## src/rtl/bas_pkg.sv

```systemverilog
package bas_pkg;

   typedef enum logic [4:0] {
      OP_ADD  = 5'd0,
      OP_ADC  = 5'd1,
      OP_SUB  = 5'd2,
      OP_SBC  = 5'd3,
      OP_CP   = 5'd4,
      OP_CPC  = 5'd5,
      OP_AND  = 5'd6,
      OP_OR   = 5'd7,
      OP_XOR  = 5'd8,
      OP_COM  = 5'd9,
      OP_NEG  = 5'd10,
      OP_INC  = 5'd11,
      OP_DEC  = 5'd12,
      OP_LSR  = 5'd13,
      OP_ROR  = 5'd14,
      OP_ASR  = 5'd15,
      OP_SWAP = 5'd16,
      OP_WADD = 5'd17,
      OP_WSUB = 5'd18
   } op_e;

   // status bit positions (order is seen by the branch logic)
   localparam int FB_C = 0;
   localparam int FB_Z = 1;
   localparam int FB_N = 2;
   localparam int FB_V = 3;
   localparam int FB_S = 4;
   localparam int FB_H = 5;
   localparam int FB_T = 6;
   localparam int FB_I = 7;
   localparam int SW   = 8;

   typedef struct packed {
      logic h;
      logic v;
      logic n;
      logic z;
      logic c;
   } flg_t;

   localparam logic [SW-1:0] MSK_ARITH = 8'b0011_1111;
   localparam logic [SW-1:0] MSK_SVNZC = 8'b0001_1111;
   localparam logic [SW-1:0] MSK_SVNZ  = 8'b0001_1110;

   function automatic logic [SW-1:0] upd_mask(input op_e op);
      logic [SW-1:0] m;
      case (op)
         OP_ADD, OP_ADC, OP_SUB, OP_SBC,
         OP_CP, OP_CPC, OP_NEG:          m = MSK_ARITH;
         OP_AND, OP_OR, OP_XOR,
         OP_INC, OP_DEC:                 m = MSK_SVNZ;
         OP_COM, OP_LSR, OP_ROR, OP_ASR,
         OP_WADD, OP_WSUB:               m = MSK_SVNZC;
         default:                        m = '0;
      endcase
      return m;
   endfunction

   function automatic logic is_arith(input op_e op);
      return (op inside {OP_ADD, OP_ADC, OP_SUB, OP_SBC, OP_CP, OP_CPC,
                         OP_NEG, OP_INC, OP_DEC});
   endfunction

   function automatic logic is_bitop(input op_e op);
      return (op inside {OP_AND, OP_OR, OP_XOR, OP_COM, OP_LSR, OP_ROR,
                         OP_ASR, OP_SWAP});
   endfunction

   function automatic logic is_word(input op_e op);
      return (op inside {OP_WADD, OP_WSUB});
   endfunction

endpackage

```

## src/rtl/bas_arith.sv

```systemverilog
module bas_arith
   import bas_pkg::*;
#(
   parameter int DW = 8
) (
   input  op_e           op,
   input  logic [DW-1:0] a,
   input  logic [DW-1:0] b,
   input  logic          cin,
   input  logic          zin,
   output logic [DW-1:0] res,
   output flg_t          fl
);

   localparam int NB = 4;

   logic [DW-1:0] x, y, yy;
   logic          sub, ci, cc, sticky;
   logic [DW:0]   wide;
   logic [NB:0]   nib;

   always_comb begin
      x      = a;
      y      = b;
      sub    = 1'b0;
      ci     = 1'b0;
      sticky = 1'b0;
      case (op)
         OP_ADD: ;
         OP_ADC: ci = cin;
         OP_SUB, OP_CP: sub = 1'b1;
         OP_SBC, OP_CPC: begin
            sub    = 1'b1;
            ci     = cin;
            sticky = 1'b1;
         end
         OP_NEG: begin
            sub = 1'b1;
            x   = '0;
            y   = a;
         end
         OP_INC: y = {{(DW-1){1'b0}}, 1'b1};
         OP_DEC: begin
            sub = 1'b1;
            y   = {{(DW-1){1'b0}}, 1'b1};
         end
         default: begin
            x = '0;
            y = '0;
         end
      endcase
   end

   // one carry chain: subtraction is x + ~y + !borrow_in
   assign yy   = sub ? ~y : y;
   assign cc   = sub ? ~ci : ci;
   assign wide = {1'b0, x} + {1'b0, yy} + {{DW{1'b0}}, cc};
   assign nib  = {1'b0, x[NB-1:0]} + {1'b0, yy[NB-1:0]} + {{NB{1'b0}}, cc};
   assign res  = wide[DW-1:0];

   always_comb begin
      fl.c = sub ? ~wide[DW] : wide[DW];
      fl.h = sub ? ~nib[NB] : nib[NB];
      fl.n = res[DW-1];
      fl.v = (x[DW-1] == yy[DW-1]) && (res[DW-1] != x[DW-1]);
      fl.z = (res == '0) && (!sticky || zin);
   end

endmodule

```

## src/rtl/bas_bitops.sv

```systemverilog
module bas_bitops
   import bas_pkg::*;
#(
   parameter int DW = 8
) (
   input  op_e           op,
   input  logic [DW-1:0] a,
   input  logic [DW-1:0] b,
   input  logic          cin,
   output logic [DW-1:0] res,
   output flg_t          fl
);

   localparam int HW = DW / 2;

   logic shift_op;

   always_comb begin
      shift_op = 1'b0;
      fl.c     = cin;
      case (op)
         OP_AND:  res = a & b;
         OP_OR:   res = a | b;
         OP_XOR:  res = a ^ b;
         OP_COM: begin
            res  = ~a;
            fl.c = 1'b1;
         end
         OP_LSR: begin
            res      = {1'b0, a[DW-1:1]};
            fl.c     = a[0];
            shift_op = 1'b1;
         end
         OP_ROR: begin
            res      = {cin, a[DW-1:1]};
            fl.c     = a[0];
            shift_op = 1'b1;
         end
         OP_ASR: begin
            res      = {a[DW-1], a[DW-1:1]};
            fl.c     = a[0];
            shift_op = 1'b1;
         end
         OP_SWAP: res = {a[HW-1:0], a[DW-1:HW]};
         default: res = '0;
      endcase
      fl.n = res[DW-1];
      fl.z = (res == '0);
      fl.h = 1'b0;
      fl.v = shift_op ? (res[DW-1] ^ fl.c) : 1'b0;
   end

endmodule

```

## src/rtl/bas_wordop.sv

```systemverilog
module bas_wordop
   import bas_pkg::*;
#(
   parameter int DW = 8,
   parameter int KW = 6
) (
   input  op_e             op,
   input  logic [2*DW-1:0] pair,
   input  logic [KW-1:0]   k,
   output logic [2*DW-1:0] res,
   output flg_t            fl
);

   localparam int WW = 2 * DW;

   logic [WW-1:0] kx;
   logic          sub, ph, rh;

   assign kx  = {{(WW-KW){1'b0}}, k};
   assign sub = (op == OP_WSUB);
   assign res = sub ? (pair - kx) : (pair + kx);
   assign ph  = pair[WW-1];
   assign rh  = res[WW-1];

   always_comb begin
      fl.h = 1'b0;
      fl.n = rh;
      fl.z = (res == '0);
      if (sub) begin
         fl.v = ph & ~rh;
         fl.c = rh & ~ph;
      end else begin
         fl.v = ~ph & rh;
         fl.c = ph & ~rh;
      end
   end

endmodule

```

## src/rtl/bas_statreg.sv

```systemverilog
module bas_statreg
   import bas_pkg::*;
(
   input  logic          clk,
   input  logic          rst_n,
   input  logic          exec_en,
   input  logic          load_en,
   input  logic [SW-1:0] load_val,
   input  logic [SW-1:0] mask,
   input  flg_t          fl_new,
   output logic [SW-1:0] q,
   output logic [SW-1:0] nxt
);

   logic [SW-1:0] cand;

   always_comb begin
      cand       = q;
      cand[FB_C] = fl_new.c;
      cand[FB_Z] = fl_new.z;
      cand[FB_N] = fl_new.n;
      cand[FB_V] = fl_new.v;
      cand[FB_S] = fl_new.n ^ fl_new.v;
      cand[FB_H] = fl_new.h;
   end

   for (genvar i = 0; i < SW; i++) begin : g_bit
      assign nxt[i] = mask[i] ? cand[i] : q[i];
   end

   always_ff @(posedge clk) begin
      if (!rst_n)       q <= '0;
      else if (load_en) q <= load_val;
      else if (exec_en) q <= nxt;
   end

endmodule

```

## src/rtl/byte_alu_status.sv

```systemverilog
module byte_alu_status
   import bas_pkg::*;
#(
   parameter int DW       = 8,
   parameter int KW       = 6,
   parameter bit HAS_WORD = 1'b1
) (
   input  logic            clk,
   input  logic            rst_n,
   input  logic            exec_en,
   input  logic [4:0]      op_sel,
   input  logic [DW-1:0]   op_a,
   input  logic [DW-1:0]   op_b,
   input  logic [KW-1:0]   imm_k,
   input  logic            stat_wr,
   input  logic [SW-1:0]   stat_din,
   output logic [DW-1:0]   result,
   output logic [2*DW-1:0] result_w,
   output logic            res_wr,
   output logic [SW-1:0]   stat_nxt,
   output logic [SW-1:0]   stat_q
);

   localparam int WW = 2 * DW;

   if (DW < 8 || (DW % 2) != 0) begin : g_bad_dw
      $error("byte_alu_status: DW must be even and at least 8");
   end
   if (KW < 1 || KW > WW) begin : g_bad_kw
      $error("byte_alu_status: KW out of range");
   end

   op_e           op;
   logic [DW-1:0] ar_res, bo_res;
   logic [WW-1:0] wd_res;
   flg_t          ar_fl, bo_fl, wd_fl, sel_fl;
   logic [SW-1:0] mask;
   logic          word_ok;

   assign op      = op_e'(op_sel);
   assign word_ok = HAS_WORD && is_word(op);

   bas_arith #(.DW(DW)) u_arith (
      .op  (op),
      .a   (op_a),
      .b   (op_b),
      .cin (stat_q[FB_C]),
      .zin (stat_q[FB_Z]),
      .res (ar_res),
      .fl  (ar_fl)
   );

   bas_bitops #(.DW(DW)) u_bitops (
      .op  (op),
      .a   (op_a),
      .b   (op_b),
      .cin (stat_q[FB_C]),
      .res (bo_res),
      .fl  (bo_fl)
   );

   if (HAS_WORD) begin : g_word
      bas_wordop #(.DW(DW), .KW(KW)) u_word (
         .op   (op),
         .pair ({op_b, op_a}),
         .k    (imm_k),
         .res  (wd_res),
         .fl   (wd_fl)
      );
   end else begin : g_noword
      assign wd_res = '0;
      assign wd_fl  = '0;
   end

   always_comb begin
      result   = '0;
      result_w = '0;
      sel_fl   = '0;
      res_wr   = 1'b0;
      mask     = '0;
      if (is_arith(op)) begin
         result   = ar_res;
         result_w = {{DW{1'b0}}, ar_res};
         sel_fl   = ar_fl;
         res_wr   = !(op inside {OP_CP, OP_CPC});
         mask     = upd_mask(op);
      end else if (is_bitop(op)) begin
         result   = bo_res;
         result_w = {{DW{1'b0}}, bo_res};
         sel_fl   = bo_fl;
         res_wr   = 1'b1;
         mask     = upd_mask(op);
      end else if (word_ok) begin
         result   = wd_res[DW-1:0];
         result_w = wd_res;
         sel_fl   = wd_fl;
         res_wr   = 1'b1;
         mask     = upd_mask(op);
      end
   end

   bas_statreg u_stat (
      .clk      (clk),
      .rst_n    (rst_n),
      .exec_en  (exec_en),
      .load_en  (stat_wr),
      .load_val (stat_din),
      .mask     (mask),
      .fl_new   (sel_fl),
      .q        (stat_q),
      .nxt      (stat_nxt)
   );

endmodule

```

## config.mk

```make
export PLATFORM = sky130hd
export DESIGN_NAME = byte_alu_status
export DESIGN_NICKNAME = d
export VERILOG_FILES = /design/src/rtl/bas_pkg.sv /design/src/rtl/bas_arith.sv /design/src/rtl/bas_bitops.sv /design/src/rtl/bas_wordop.sv /design/src/rtl/bas_statreg.sv /design/src/rtl/byte_alu_status.sv
export SDC_FILE = /design/constraint.sdc
export NUM_CORES = 1
export LEC_CHECK = 0
export BUFFER_PORTS_ARGS = -buffer_cell sky130_fd_sc_hd__buf_4
export CAP_MARGIN = 15
export CORE_UTILIZATION = 32
export CTS_CLUSTER_SIZE = 40
export DETAILED_ROUTE_END_ITERATION = 6
export GPL_TIMING_DRIVEN = 0
export SYNTH_ARGS = -nofsm -noshare
export SYNTH_HDL_FRONTEND = slang
export SYNTH_SLANG_ARGS = --single-unit
```

## constraint.sdc

```tcl
create_clock -name clk -period 14.9 [get_ports clk]
set_input_delay 2.98 -clock clk [delete_from_list [all_inputs] [get_ports clk]]
set_output_delay 2.98 -clock clk [all_outputs]
set_load 0.02 [all_outputs]
```

==> metrics.txt <==
# TYPE chip_impl_metric gauge
chip_impl_metric{name="finalHoldWorstSlack",unit="ps"} 552.2
chip_impl_metric{name="netlist_instances",unit=""} 489
chip_impl_metric{name="syn2layout_area_growth",unit="%"} 22.42
chip_impl_metric{name="final.setup_skew",unit="ps"} 2.343
chip_impl_metric{name="grt_pass1_vias",unit=""} 4011
chip_impl_info{name="synth_ff_type",value="dfxtp_1"} 1
chip_impl_metric{name="layout.filler_cells",unit=""} 1169
chip_impl_info{name="synth_top_family_by_area",value="compound AO/OA/AOI/OAI gates"} 1
chip_impl_metric{name="route.antenna.remaining_nets",unit=""} 0
chip_impl_info{name="rsz0062_at_grt",value="false"} 1
chip_impl_metric{name="yosysUniqueCellTypes",unit=""} 86
chip_impl_metric{name="clock_latency",unit="ps"} 230
chip_impl_metric{name="synth_fp_nets",unit=""} 575
chip_impl_metric{name="hold_violations",unit=""} 0
chip_impl_metric{name="portBuffers",unit=""} 77
chip_impl_metric{name="max_slew.worst_pin.slew",unit="ps"} 1292
chip_impl_metric{name="postLayoutCoreUtil",unit=""} 0.4027
chip_impl_metric{name="multiInputGateArea",unit="um2"} 3049
chip_impl_metric{name="cts.sinks",unit=""} 8
chip_impl_metric{name="overflow",unit=""} 0
chip_impl_metric{name="number_of_i_o_pins",unit=""} 80
chip_impl_metric{name="worst_slew_margin",unit=""} 0.1271
chip_impl_metric{name="syn_area_per_cell",unit="um2"} 7.292
chip_impl_metric{name="vdd_ir_drop_max",unit="mV"} 0.02885
chip_impl_metric{name="yosys.area_share.adder",unit=""} 0.1712
chip_impl_metric{name="drv_slew",unit=""} 0
chip_impl_metric{name="yosys.area_share.simple",unit=""} 0.2439
chip_impl_info{name="worstPathCellList",value="buf_4, inv_1, ha_1, buf_6, and4bb_2, clkbuf_1, o21bai_1, ha_1, clkbuf_1, a21o_1, or2_0, o21a_1, o31ai_2, xnor3_1, o21ai_1, xor2_1, a21oi_1, buf_4"} 1
chip_impl_metric{name="placement_rows",unit=""} 38
chip_impl_metric{name="post_cts_hold_buffer_count",unit=""} 0
chip_impl_metric{name="cts_max_level",unit=""} 1
chip_impl_info{name="max_flop_register",value="u_stat.q"} 1
chip_impl_info{name="violated_checks",value="design-rule violations"} 1
chip_impl_metric{name="timing.final.crit_share",unit=""} 0.6923
chip_impl_metric{name="synth_seq_area_share",unit=""} 0.04491
chip_impl_metric{name="cts_buffers",unit=""} 3
chip_impl_metric{name="grt_first_pass_wirelength",unit="mm"} 20.61
chip_impl_metric{name="antennaDiodeCount",unit=""} 0
chip_impl_metric{name="dp.final_hpwl",unit="mm"} 10.64
chip_impl_metric{name="routed_wire_length_per_instance",unit="um"} 18.09
chip_impl_metric{name="report.final.setup_viol",unit=""} 0
chip_impl_info{name="critPathSlowestCell",value="clkbuf_1"} 1
chip_impl_metric{name="die_height",unit="um"} 107.6
chip_impl_metric{name="cap_viol_max_count",unit=""} 0
chip_impl_info{name="crit_path_start_kind",value="input pin"} 1
chip_impl_info{name="cts_tree",value="done"} 1
chip_impl_info{name="final_common_cell",value="buf_4"} 1
chip_impl_info{name="critical_path.top_delay_family",value="compound AO/OA/AOI/OAI gates"} 1
chip_impl_info{name="final_cell_mix",value="buf_4, nor2_1, ha_1"} 1
chip_impl_metric{name="dp_cells",unit=""} 707
chip_impl_metric{name="power.leakage",unit="nW"} 2.030
chip_impl_metric{name="initial_core_utilization",unit=""} 0.3289
chip_impl_metric{name="seqCellArea",unit="um2"} 160.2
chip_impl_metric{name="drtIter0Drc",unit=""} 331
chip_impl_metric{name="vias",unit=""} 4171
chip_impl_metric{name="die_boundary_width",unit="um"} 107.6
chip_impl_metric{name="worst_path_largest_cell_delay",unit="ps"} 480
chip_impl_info{name="layout_top_registers",value="u_stat.q: 8 flops"} 1
chip_impl_metric{name="yosys_warnings",unit=""} 0
chip_impl_metric{name="antenna_violations_before_repair",unit=""} 0
chip_impl_metric{name="max_freq",unit="MHz"} 96.94
chip_impl_metric{name="preCtsSetupSlack",unit="ps"} 4636
chip_impl_metric{name="drive_gt1_frac",unit=""} 0.2193
chip_impl_metric{name="nets",unit=""} 658
chip_impl_metric{name="fin_cells",unit=""} 710
chip_impl_metric{name="core-area",unit="um2"} 10840
chip_impl_info{name="setup.worst_path.class",value="in2out"} 1
chip_impl_metric{name="ys_seq_elements",unit=""} 8
chip_impl_metric{name="clkTransAtPathRegs",unit="ps"} 40
chip_impl_metric{name="die_footprint",unit="um2"} 11570
chip_impl_metric{name="synth_async_sr_flop_share",unit=""} 0
chip_impl_metric{name="grt_max_degree",unit=""} 11
chip_impl_metric{name="synth.area.mux_share",unit=""} 0.04351
chip_impl_metric{name="drt_pass1_iterations",unit=""} 7
chip_impl_metric{name="drt_drc_violations_left",unit=""} 1
chip_impl_metric{name="layout_min_cycle_time",unit="ps"} 10320
chip_impl_metric{name="timing.critical_path.arrival",unit="ps"} 7340
chip_impl_metric{name="mappedNetlistArea",unit="um2"} 3566
chip_impl_metric{name="synth-compound-area-share",unit=""} 0.3067
chip_impl_metric{name="synth_xor_xnor_area_share",unit=""} 0.08982
chip_impl_metric{name="finalWirelength",unit="mm"} 12.85
chip_impl_metric{name="sum_of_buffers_and_inverters_on_the_critical_path",unit=""} 6
chip_impl_info{name="status",value="complete, but fails checks"} 1
chip_impl_metric{name="largest_reg_flops",unit=""} 8
chip_impl_metric{name="post_synth_edffs",unit=""} 0
chip_impl_metric{name="ctsResizeCount",unit=""} 0
chip_impl_metric{name="ctsLongestPathBuffers",unit=""} 2
chip_impl_metric{name="power_density",unit="nW/um2"} 49.68
chip_impl_metric{name="place.gp.congestion",unit=""} 0.9723
chip_impl_metric{name="cts.repair_timing.setup_buffer_count",unit=""} 0
chip_impl_info{name="cts_root_buffer",value="clkbuf_8"} 1
chip_impl_metric{name="fin_tns_setup",unit="ps"} 0
chip_impl_metric{name="worst_slack",unit="ps"} 4584
chip_impl_metric{name="required",unit="ps"} 11920
chip_impl_metric{name="avgViaCountPerCell",unit=""} 5.875
chip_impl_metric{name="crit_fanout",unit=""} 10
chip_impl_metric{name="grtUsageTotal",unit=""} 0.2234
chip_impl_info{name="class_of_the_tightest_hold_or_removal_check",value="reg2reg"} 1
chip_impl_info{name="setup.worst_path.end_class",value="output port"} 1
==> worst paths after layout <==
check | depth (start not counted) | end | startpoint | slack, ps
setup / recovery | 18 | stat_nxt[4] | op_sel[0] | 4580
hold / removal | 2 | u_stat.q[6]$_SDFFE_PN0P_ | u_stat.q[6]$_SDFFE_PN0P_ | 550
setup reg to reg | 13 | u_stat.q[1]$_SDFFE_PN0P_ | u_stat.q[0]$_SDFFE_PN0P_ | 11290
hold reg to reg | 2 | u_stat.q[6]$_SDFFE_PN0P_ | u_stat.q[6]$_SDFFE_PN0P_ | 550
==> worst min-delay path, cell delays in order (launching register included) <==
cell,delay [ps]
dfxtp_1,320
mux2i_1,130
nor2_1,50
==> layout make-up <==
cell class | count | area share
repair buffers | 78 | 0.1336
plain buffers | 40 | 0.05245
inverters | 34 | 0.02923
well taps | 140 | 0.04013
clock buffers | 3 | 0.009458
flip-flops and latches | 8 | 0.03669
multi-input cells | 407 | 0.6985
==> Yosys cell counts, types with 4 or more instances <==
library cell / number / area (um2)
and2_1: 4 / 25.02
o221ai_1: 5 / 43.79
buf_2: 6 / 30.03
xor2_1: 14 / 122.6
ha_1: 44 / 550.5
o21bai_1: 5 / 37.54
or3_1: 5 / 31.28
nand2b_1: 7 / 43.79
o22ai_1: 4 / 25.02
clkbuf_1: 15 / 56.30
inv_1: 34 / 127.6
nor4_1: 6 / 37.54
xnor2_1: 20 / 175.2
o21ai_0: 20 / 100.1
nor2b_1: 6 / 37.54
nand2_1: 20 / 75.07
nand4_1: 8 / 50.05
a22oi_1: 14 / 105.1
a21o_1: 7 / 52.55
a21oi_1: 30 / 150.1
and3_1: 4 / 25.02
mux2i_1: 11 / 110.1
nand3_1: 10 / 50.05
dfxtp_1: 8 / 160.2
nor4bb_1: 5 / 50.05
o21a_1: 5 / 37.54
o211ai_1: 4 / 30.03
mux2_2: 4 / 45.04
buf_4: 13 / 97.59
nor3_1: 11 / 55.05
nor2_1: 51 / 191.4
a211oi_1: 4 / 30.03
==> stage by stage <==
stage	instance area [um2]	total power (W)
global placement	4319	0.0001860
CTS	4365	0.0002165
global route	4365	0.0002338
finish	4365	0.0002169
floorplan	3566	0.0001322
detailed placement	4324	0.0001881
==> metal layers <==
layer | vias to the layer above | GRT usage | share of wire
li1 | 1982 | - | -
met1 | 1967 | 0.3037 | 0.44
met2 | 195 | 0.3713 | 0.47
met3 | 27 | 0.01877 | 0.059
met4 | 0 | 0.06849 | 0.025
met5 | - | 0 | 0
==> cell families after synthesis <==
kind of cell | after synthesis
mux | 15
xor+xnor | 35
flops | 8
compound gates | 150
buf+inv | 74
simple gates | 160
fa+ha+maj | 47
==> where the power goes <==
group / internal, W / total (W) / switching [W]
combinational: 0.0000695 / 0.000165 / 0.0000959
sequential: 0.0000230 / 0.0000248 / 0.00000180
clock: 0.0000176 / 0.0000267 / 0.00000913
No activity file was read; power rests on OpenSTA's default activity.
